===== config.mk =====
export PLATFORM = sky130hd
export DESIGN_NAME = host_link_regs
export DESIGN_NICKNAME = d
export VERILOG_FILES = /design/src/rtl/host_link_regs.sv
export SDC_FILE = /design/constraint.sdc
export NUM_CORES = 1
export LEC_CHECK = 0
export BUFFER_PORTS_ARGS = -buffer_cell sky130_fd_sc_hd__buf_2
export CAP_MARGIN = 5
export CELL_PAD_IN_SITES_DETAIL_PLACEMENT = 1
export CELL_PAD_IN_SITES_GLOBAL_PLACEMENT = 1
export CORE_AREA = 2 2 54 56
export DETAILED_ROUTE_END_ITERATION = 16
export DIE_AREA = 0 0 56 58
export PLACE_DENSITY = 0.83
export SLEW_MARGIN = 20
export SYNTH_ARGS = -nofsm -noshare
export SYNTH_HDL_FRONTEND = slang
export SYNTH_SLANG_ARGS = --single-unit

===== constraint.sdc =====
create_clock -name clk -period 5.27 [get_ports clk]
set_input_delay 1.3175 -clock clk [delete_from_list [all_inputs] [get_ports clk]]
set_output_delay 1.3175 -clock clk [all_outputs]
set_load 0.05 [all_outputs]

===== src/rtl/host_link_regs.sv =====
module host_link_regs #(
  parameter int ADDR_W = 10,
  parameter logic [ADDR_W-1:0] BASE_ADDR = 10'h150,
  parameter int RST_CYCLES = 16
) (
  input  logic              clk,
  input  logic              rst_n,
  input  logic [ADDR_W-1:0] host_addr,
  input  logic [7:0]        host_wdata,
  input  logic              host_wr,
  input  logic              host_rd,
  output logic [7:0]        host_rdata,
  input  logic [7:0]        rx_data,
  input  logic              rx_valid,
  output logic              rx_ack,
  output logic [7:0]        tx_data,
  output logic              tx_wr,
  input  logic              tx_ready,
  input  logic              err_in,
  output logic              link_reset,
  output logic              analyse,
  output logic              host_irq
);
  localparam int CNT_W = $clog2(RST_CYCLES + 1);
  localparam logic [ADDR_W-1:0] A_RX   = BASE_ADDR;
  localparam logic [ADDR_W-1:0] A_TX   = BASE_ADDR + ADDR_W'(1);
  localparam logic [ADDR_W-1:0] A_IST  = BASE_ADDR + ADDR_W'(2);
  localparam logic [ADDR_W-1:0] A_OST  = BASE_ADDR + ADDR_W'(3);
  localparam logic [ADDR_W-1:0] A_RST  = BASE_ADDR + ADDR_W'(16);
  localparam logic [ADDR_W-1:0] A_ANA  = BASE_ADDR + ADDR_W'(17);

  logic             in_ie, out_ie, err_flag;
  logic [CNT_W-1:0] rst_cnt;

  wire sel_rx  = host_addr == A_RX;
  wire sel_tx  = host_addr == A_TX;
  wire sel_ist = host_addr == A_IST;
  wire sel_ost = host_addr == A_OST;
  wire sel_rst = host_addr == A_RST;
  wire sel_ana = host_addr == A_ANA;

  assign rx_ack     = host_rd & sel_rx;
  assign tx_wr      = host_wr & sel_tx;
  assign tx_data    = host_wdata;
  assign link_reset = rst_cnt != '0;
  assign host_irq   = (rx_valid & in_ie) | (tx_ready & out_ie);

  always_ff @(posedge clk or negedge rst_n) begin
    if (!rst_n) begin
      in_ie    <= 1'b0;
      out_ie   <= 1'b0;
      analyse  <= 1'b0;
      err_flag <= 1'b0;
      rst_cnt  <= '0;
    end else begin
      if (host_wr && sel_ist) in_ie   <= host_wdata[0];
      if (host_wr && sel_ost) out_ie  <= host_wdata[0];
      if (host_wr && sel_ana) analyse <= host_wdata[0];
      if (err_in)                    err_flag <= 1'b1;
      else if (host_wr && sel_rst)   err_flag <= 1'b0;
      if (host_wr && sel_rst)        rst_cnt <= CNT_W'(RST_CYCLES);
      else if (rst_cnt != '0)        rst_cnt <= rst_cnt - 1'b1;
    end
  end

  always_comb begin
    host_rdata = 8'h00;
    if (host_rd) begin
      if (sel_rx)       host_rdata = rx_data;
      else if (sel_ist) host_rdata = {6'b0, in_ie, rx_valid};
      else if (sel_ost) host_rdata = {6'b0, out_ie, tx_ready};
      else if (sel_rst) host_rdata = {7'b0, err_flag};
      else if (sel_ana) host_rdata = {7'b0, analyse};
    end
  end
endmodule


# After elaboration in Yosys (flattened, before gate mapping)
# Cells that the tools add are included.
# op_classes
addsub,1
mul,0
div,0
order_cmp,0
n_eq_ne,6
shift,0
n_mux,10
bitwise_logic,5
n_reduce_logical,7
# ops
cell,n
$eq A10 B9 Y1 const B,6
$mux W8,2
$mux W5,2
$reduce_bool A5 Y1,1
$sub A5 B1 Y5 const B,1
$and A1 B1 Y1,4
$logic_and A1 B1 Y1,4
$mux W1,4
$mux W2,2
$reduce_bool A2 Y1,2
$or A1 B1 Y1,1
# word_totals
ff_bits,9
latchBits,0
mem_bits_rw,0
romBits,0
input_bits,33
output_inout_bits,21
wordCells,34
mem_count,0

# Longest topological paths before layout
# Gate-level depths: netlist of the first run.
# logic_depth
ltp_word,7
depth_mapped,6
ltp_nobuf,6

# Worst setup path after synthesis of the first run
# No wires, ideal clock.
# synth_path
kind,in2out
start,in host_addr[7]
end,out tx_wr
arrival_time_ps,3535
setup_slack_ps,417
path_stages,2
cell_sequence,or4b_4 > nor4b_1
# synth_between
elab_chain_len,2
# synth_lines
element,line_no,source
start: declaration,8,"input logic [ADDR_W-1:0] host_addr,"
$eq A10 B9 Y1,36,wire sel_tx = host_addr == A_TX;
$and A1 B1 Y1,43,assign tx_wr = host_wr & sel_tx;
end: declaration,17,"output logic tx_wr,"
# No other way between the ends.

# Final worst setup path of the first run
# layout_path
start,in host_addr[7]
end,out host_rdata[0]
# layout_between
elab_chain_len,7
word_cells_on_any_way,11
# layout_lines
element,line_no,source
$eq A10 B9 Y1,40,wire sel_ana = host_addr == A_ANA;
$mux W1,73,"else if (sel_ana) host_rdata = {7'b0, analyse};"
$mux W1,72,"else if (sel_rst) host_rdata = {7'b0, err_flag};"
$mux W2,71,"else if (sel_ost) host_rdata = {6'b0, out_ie, tx_ready};"
$mux W2,70,"else if (sel_ist) host_rdata = {6'b0, in_ie, rx_valid};"
$mux W8 *,69,if (sel_rx) host_rdata = rx_data;
$mux W8 *,68,if (host_rd) begin
end: declaration,12,"output logic [7:0] host_rdata,"
# Mark *: on every way between the ends. The rest lies on a longest branch, timed or not.

==> impl_metrics.sql, run 1 <==
INSERT INTO impl_metrics (metric_group, metric, value, unit) VALUES
('layout', 'final_common_cell', 'buf_2', ''),
('critical_path', 'criticalPathCategory', 'in -> out', ''),
('critical_path', 'cpLargestDelayFamily', 'simple AND/OR/NAND/NOR gates', ''),
('synth', 'yosys_register_bits', '9', ''),
('floorplan', 'die_y', '58', 'um'),
('synth', 'mappedNetlistNets', '113', ''),
('critical_path', 'cp_slowest_cell', 'or4b_4', ''),
('sta', 'final_hold_vios', '0', ''),
('route', 'drt-wirelength-per-cell', '13.6', 'um'),
('sta', 'max_clock_freq', '245', 'MHz'),
('place', 'io_buffer_count', '39', ''),
('critical_path', 'crit_fanout', '2', ''),
('critical_path', 'count_of_buffer_and_inverter_cells_on_the_critical_path', '2', ''),
('synth', 'ys.flop_type', 'dfrtp_1', ''),
('floorplan', 'placementRows', '19', ''),
('route', 'drtPass1Iterations', '4', ''),
('route', 'met2_wirelength', '1010', 'um'),
('power_and_ir_drop', 'cellInternalPower', '0.169', 'mW'),
('cts', 'cts.clk_slew.worst_paths', '0.06', 'ns'),
('layout', 'area_taken_by_multi_input_logic_gates', '449', 'sq um'),
('synth', 'synth_seq_area_share', '29.9', '%'),
('cts', 'cts_tree', 'built', ''),
('power_and_ir_drop', 'power.leakage', '0.471', 'nW'),
('sta', 'worst_slack', '1.19', 'ns'),
('cts', 'cts_repair_resize_count', '0', ''),
('cts', 'cts_setup_buffers', '0', ''),
('route', 'detailroute.via_count', '711', ''),
('cts', 'cts_max_path_buffers', '2', ''),
('global_routing', 'pin_count_of_the_biggest_net_entering_global_routing', '10', ''),
('power_and_ir_drop', 'seqPwrFrac', '40.5', '%'),
('sta', 'slew_viol_final', '0', ''),
('global_routing', 'overflow', '0', ''),
('place', 'gp_congestion', '0.780', ''),
('floorplan', 'die-width', '56', 'um'),
('sta', 'min_period_over_period', '77.4', '%'),
('cts', 'clk-insertion-delay-late', '0.26', 'ns'),
('layout', 'mostFrequentLayoutCells', '39 x buf_2, 9 x dfrtp_1, 6 x and2_1, 5 x nor2_1', ''),
('synth', 'syn_inst', '78', ''),
('cts', 'tritoncts_num_sinks', '9', ''),
('layout', 'layout.area.seq', '225', 'sq um'),
('global_routing', 'vias_in_the_first_global_route', '699', ''),
('place', 'dp_hpwl', '1640', 'um'),
('critical_path', 'timing.critical_path.to_type', 'output pin', ''),
('floorplan', 'coreArea', '2660', 'sq um'),
('critical_path', 'timing.critical_path.mode_cell', 'buf_2', ''),
('route', 'route.antenna.remaining_nets', '0', ''),
('critical_path', 'worst_ep_required_time', '3.95', 'ns'),
('sta', 'max_slew.worst_pin.slew', '0.483', 'ns'),
('synth', 'synth.lib_cells_used.distinct', '35', ''),
('floorplan', 'start_util', '28.3', '%'),
('status', 'result_of_the_run', 'finished clean', ''),
('sta', 'worst_clock_skew', '0.00523', 'ns'),
('global_routing', 'globalRouteTotalUtil', '12.6', '%'),
('critical_path', 'critical-path-max-stage-delay', '0.55', 'ns'),
('power_and_ir_drop', 'combinationalPowerShare', '39.6', '%'),
('sta', 'relative_slew_slack', '67.4', '%'),
('power_and_ir_drop', 'power_density', '289', 'nW/um^2'),
('sta', 'setup_viol', '0', ''),
('layout', 'fraction_of_final_layout_cells_with_drive_strength_greater_than_1', '45.0', '%'),
('route', 'wl_met1', '727', 'um'),
('route', 'highest-signal-layer', 'met4', ''),
('layout', 'num_antenna_cells', '0', ''),
('synth', 'ys.warnings.count', '0', ''),
('worst_hold_path', 'hold_class', 'reg -> reg', ''),
('power_and_ir_drop', 'p_sw', '0.105', 'mW'),
('route', 'remaining_drc_errors', '0', ''),
('layout', 'synthToLayoutAreaGrowth', '25.4', '%'),
('cts', 'hold_buffers', '0', ''),
('critical_path', 'critPathArrivalTime', '2.76', 'ns'),
('power_and_ir_drop', 'vdd_ir_drop_max', '0.157', 'mV'),
('cts', 'ctsHtreeMaxLevel', '1', '');
synthesized netlist by cell type (2+ instances only):
cell     n  area (sq um)
buf_4    8          60.1
inv_1    3          11.3
nand4_1  2          12.5
mux2i_1  2          20.0
and2_1   6          37.5
dfrtp_1  9           225
or3_1    2          12.5
nor2_1   5          18.8
ha_1     2          25.0
nand2_1  3          11.3
nor3b_1  3          22.5
and4_1   2          17.5
and3_1   2          12.5
mux2_2   4          45.0
nand3_1  4          20.0
nor3_1   2          10.0
cells by family (layout without fill, tap and decap cells):
group | after synthesis | count (layout) | share of synthesized area [%]
adder cells (fa/ha/maj) | 2 | 2 | 3.32
multiplexers | 6 | 6 | 8.62
AO/OA/AOI/OAI | 7 | 7 | 9.62
AND/OR/NAND/NOR | 40 | 40 | 36.8
buffers and inverters | 13 | 46 | 10.6
flip-flops | 9 | 9 | 29.9
XOR/XNOR | 1 | 1 | 1.16
flip-flops by register name (all words and copies together), names as in the netlist:
| signal | cells |
|---|---|
| analyse | 1 |
| rst_cnt | 5 |
| out_ie | 1 |
| in_ie | 1 |
| err_flag | 1 |
cell type report:
type	count	area share (%)
multi-input combinational	56	47.5
sequential	9	23.8
timing repair buffer	39	20.6
tap	31	4.10
clock buffer	4	2.78
inverter	3	1.19
metal layers:
layer  vias up  global-route usage [%]
met2        38                    22.9
li1        343                       -
met3         3                    5.13
met1       327                    13.4
met4         0                    4.08
met5         -                       0
through the flow:
| stage | power (mW) | instances | instance area (sq um) | hold WS, ns |
|---|---|---|---|---|
| global route | 0.299 | 142 | 946 | 0.503 |
| detailed placement | 0.220 | 138 | 920 | 0.472 |
| CTS | 0.279 | 142 | 946 | 0.486 |
| floorplan | 0.197 | 78 | 754 | 0.445 |
| finish | 0.274 | 142 | 946 | 0.479 |
| global placement | 0.208 | 138 | 920 | 0.457 |
path summary, 6_finish.rpt:
kind / start / endpoint / slack [ns] / cells past startpoint
setup / recovery: host_addr[7] / host_rdata[0] / 1.19 / 5
hold / removal: err_flag$_DFFE_PN0P_ / err_flag$_DFFE_PN0P_ / 0.48 / 1
setup reg to reg: rst_cnt[0]$_DFFE_PN0P_ / rst_cnt[1]$_DFFE_PN0P_ / 3.66 / 5
hold reg to reg: err_flag$_DFFE_PN0P_ / err_flag$_DFFE_PN0P_ / 0.48 / 1
max in group asynchronous: rst_n / rst_cnt[4]$_DFFE_PN0P_ / 4.20 / 1
min in group asynchronous: rst_n / rst_cnt[0]$_DFFE_PN0P_ / 0.89 / 1
worst reg2reg max path: stages, from the launching register on:
cell      delay [ns]
dfrtp_1         0.39
inv_1           0.11
ha_1            0.19
nor4b_2         0.37
inv_1           0.15
a211oi_1        0.29
power groups by stage:
stage,clock network (mW),registers (mW),logic (mW)
4_1_cts,0.0554,0.112,0.112
3_3_place_gp,0,0.109,0.0985
5_1_grt,0.0623,0.114,0.123
3_5_place_dp,0,0.111,0.108
6_report,0.0545,0.111,0.108
2_1_floorplan,0,0.107,0.0905
No activity file was read; power rests on OpenSTA's default activity.
==> run 2, diff against run 1 <==
Settings changed: CORE_AREA 2 2 54 56 to 2 2 58 60, DIE_AREA 0 0 56 58 to 0 0 60 62, PLACE_DENSITY 0.83 to 0.77.
Clock period 5.27 ns to 3.6 ns, I/O delays scaled along.
==> impl_metrics.sql, run 2 (synthesized netlist as in run 1, its figures left out) <==
INSERT INTO impl_metrics (metric_group, metric, value, unit) VALUES
('critical_path', 'crit_path_cell_trace', 'buf_2, or4b_4, a2111oi_4, o221a_1, buf_2', ''),
('sta', 'worst_clock_skew', '0.0000390', 'ns'),
('sta', 'final_hold_vios', '0', ''),
('cts', 'cts_setup_buffers', '0', ''),
('power_and_ir_drop', 'clockPowerShare', '19.5', '%'),
('cts', 'cts_tree', 'built', ''),
('floorplan', 'placementRows', '21', ''),
('place', 'dp_hpwl', '1680', 'um'),
('sta', 'min_period_over_period', '89.9', '%'),
('floorplan', 'coreArea', '3180', 'sq um'),
('sta', 'grt_setup_unrepaired', 'false', ''),
('critical_path', 'reg2reg_slack', '2.04', 'ns'),
('layout', 'finalCoreUtilization', '30.5', '%'),
('place', 'gp_congestion', '0.801', ''),
('sta', 'period_minus_slack', '3.24', 'ns'),
('worst_hold_path', 'hold_class', 'in -> async', ''),
('floorplan', 'start_util', '23.7', '%'),
('layout', 'synthToLayoutAreaGrowth', '28.7', '%'),
('global_routing', 'vias_in_the_first_global_route', '700', ''),
('critical_path', 'count_of_buffer_and_inverter_cells_on_the_critical_path', '2', ''),
('sta', 'max_slew.worst_pin.slew', '0.448', 'ns'),
('cts', 'cts.clk_slew.worst_paths', '0.06', 'ns'),
('power_and_ir_drop', 'sw_frac_of_total', '37.1', '%'),
('critical_path', 'timing.critical_path.to_type', 'output pin', ''),
('critical_path', 'critical_path.startpoint', 'host_addr[7]', ''),
('sta', 'setup_viol', '0', ''),
('layout', 'fraction_of_final_layout_cells_with_drive_strength_greater_than_1', '45.9', '%'),
('power_and_ir_drop', 'power.leakage', '0.471', 'nW'),
('global_routing', 'grt_pass1_wl', '2870', 'um'),
('sta', 'tns', '0', 'ns'),
('critical_path', 'timing.critical_path.mode_cell', 'buf_2', ''),
('critical_path', 'worst_setup_path_start_kind', 'input pin', ''),
('layout', 'num_antenna_cells', '0', ''),
('layout', 'final_design_area_no_fill', '971', 'sq um'),
('floorplan', 'i_o_pin_total', '54', ''),
('run', 'max_cap_violations', '0', ''),
('layout', 'largest_register_ff_count', '5', ''),
('global_routing', 'pin_count_of_the_biggest_net_entering_global_routing', '10', ''),
('power_and_ir_drop', 'power_density', '402', 'nW/um^2'),
('layout', 'top_register_by_number_of_flip_flops', 'rst_cnt', ''),
('floorplan', 'die_area', '3720', 'sq um'),
('cts', 'number_of_buffers_created_by_cts', '3', ''),
('route', 'drt-wirelength-per-cell', '12.0', 'um'),
('cts', 'cts_repair_resize_count', '0', ''),
('route', 'remaining_drc_errors', '0', ''),
('cts', 'tritoncts_num_sinks', '9', ''),
('critical_path', 'endpoint', 'host_rdata[0]', ''),
('route', 'detailroute.via_count', '723', ''),
('critical_path', 'criticalPathCategory', 'in -> out', ''),
('power_and_ir_drop', 'combinationalPowerShare', '39.4', '%'),
('floorplan', 'die-width', '60', 'um'),
('critical_path', 'critical-path-max-stage-delay', '0.56', 'ns'),
('global_routing', 'overflow', '0', ''),
('place', 'placedInstanceArea', '945', 'sq um'),
('critical_path', 'cp.depth', '5', ''),
('global_routing', 'globalRouteTotalUtil', '10.0', '%'),
('global_routing', 'antenna_violations_before_repair', '0', ''),
('cts', 'clk-insertion-delay-late', '0.25', 'ns'),
('cts', 'ctsHtreeMaxLevel', '1', ''),
('power_and_ir_drop', 'vdd_ir_drop_max', '0.253', 'mV'),
('layout', 'mostFrequentLayoutCells', '39 x buf_2, 9 x dfrtp_1, 6 x and2_1, 5 x nor2_1', ''),
('place', 'io_buffer_count', '39', ''),
('critical_path', 'capture_point_of_the_worst_reg_to_reg_path', 'rst_cnt[1]$_DFFE_PN0P_', ''),
('route', 'route.antenna.remaining_nets', '0', ''),
('power_and_ir_drop', 'cellInternalPower', '0.246', 'mW'),
('critical_path', 'crit_fanout', '2', ''),
('critical_path', 'worst_ep_required_time', '2.70', 'ns'),
('floorplan', 'die_y', '62', 'um'),
('status', 'result_of_the_run', 'finished clean', ''),
('route', 'drtPass1Iterations', '3', ''),
('power_and_ir_drop', 'seqPwrFrac', '41.2', '%'),
('sta', 'relative_slew_slack', '69.7', '%'),
('critical_path', 'reg2regPathDepth', '5', ''),
('layout', 'final_common_cell', 'buf_2', ''),
('route', 'vias_per_cell', '4.61', ''),
('power_and_ir_drop', 'totalPowerFinal', '0.390', 'mW'),
('route', 'detail_route.wirelength', '1890', 'um'),
('critical_path', 'r2r-start', 'rst_cnt[0]$_DFFE_PN0P_', ''),
('sta', 'slew_viol_final', '0', ''),
('layout', 'design.final.nets', '147', ''),
('cts', 'hold_buffers', '0', ''),
('sta', 'max_clock_freq', '309', 'MHz'),
('power_and_ir_drop', 'p_sw', '0.145', 'mW'),
('critical_path', 'cp_slowest_cell', 'or4b_4', ''),
('critical_path', 'cpLargestDelayFamily', 'simple AND/OR/NAND/NOR gates', ''),
('cts', 'root_buffer', 'clkbuf_4', ''),
('critical_path', 'critPathArrivalTime', '2.34', 'ns'),
('cts', 'cts_max_path_buffers', '2', ''),
('route', 'first_iter_violations', '5', '');
==> run 2: cell counts in the layout (fill, tap and decap cells not counted) <==
No cell type changed its count.
==> run 2: per-layer routing <==
layer,global-route usage (%),part of all wire [%],up-vias,wire length [um]
met4,3.81,0.74,0,14
met5,0,0,-,0
met1,10.3,41,341,769
met2,20.2,50,32,946
li1,-,-,348,-
met3,1.45,8.3,2,156
==> run 2: cell type report <==
cell class                      count  area, sq um
Clock buffer                        4         26.3
Fill cell                         382         2210
Inverter                            3         11.3
Multi-Input combinational cell     56          455
Sequential cell                     9          225
Tap cell                           46         57.6
Timing Repair Buffer               39          195
==> run 2: worst register-to-register path, cell delays in order (launching register included) <==
cell      delay [ns]
dfrtp_1         0.39
inv_1           0.11
ha_1            0.17
nor4b_2         0.37
inv_1           0.16
a211oi_1        0.27
==> run 2: how the worst min path moves through the flow <==
stage,startpoint,to,slack [ns],cells past startpoint
finish,rst_n,rst_cnt[0]$_DFFE_PN0P_,0.49,1
global route,rst_n,rst_cnt[1]$_DFFE_PN0P_,0.48,1
CTS,rst_n,rst_cnt[3]$_DFFE_PN0P_,0.48,1
detailed placement,err_flag$_DFFE_PN0P_,err_flag$_DFFE_PN0P_,0.49,1
global placement,err_flag$_DFFE_PN0P_,err_flag$_DFFE_PN0P_,0.46,1
floorplan,err_flag$_DFFE_PN0P_,err_flag$_DFFE_PN0P_,0.45,1
==> run 2: power groups by stage <==
stage               combinational [mW]  clock (mW)  sequential, mW
detailed placement               0.156           0           0.162
global placement                 0.145           0           0.160
CTS                              0.156      0.0801           0.161
global route                     0.173      0.0860           0.166
floorplan                        0.133           0           0.156
finish                           0.154      0.0760           0.161
==> run 2: through the flow <==
| stage | cells | worst slack [ns] | hold slack (ns) |
|---|---|---|---|
| after floorplan | 78 | 0.273 | 0.445 |
| after global placement | 153 | 0.370 | 0.459 |
| after detailed placement | 153 | 0.356 | 0.487 |
| after CTS | 157 | 0.355 | 0.484 |
| after global routing | 157 | 0.316 | 0.485 |
| final | 157 | 0.365 | 0.486 |
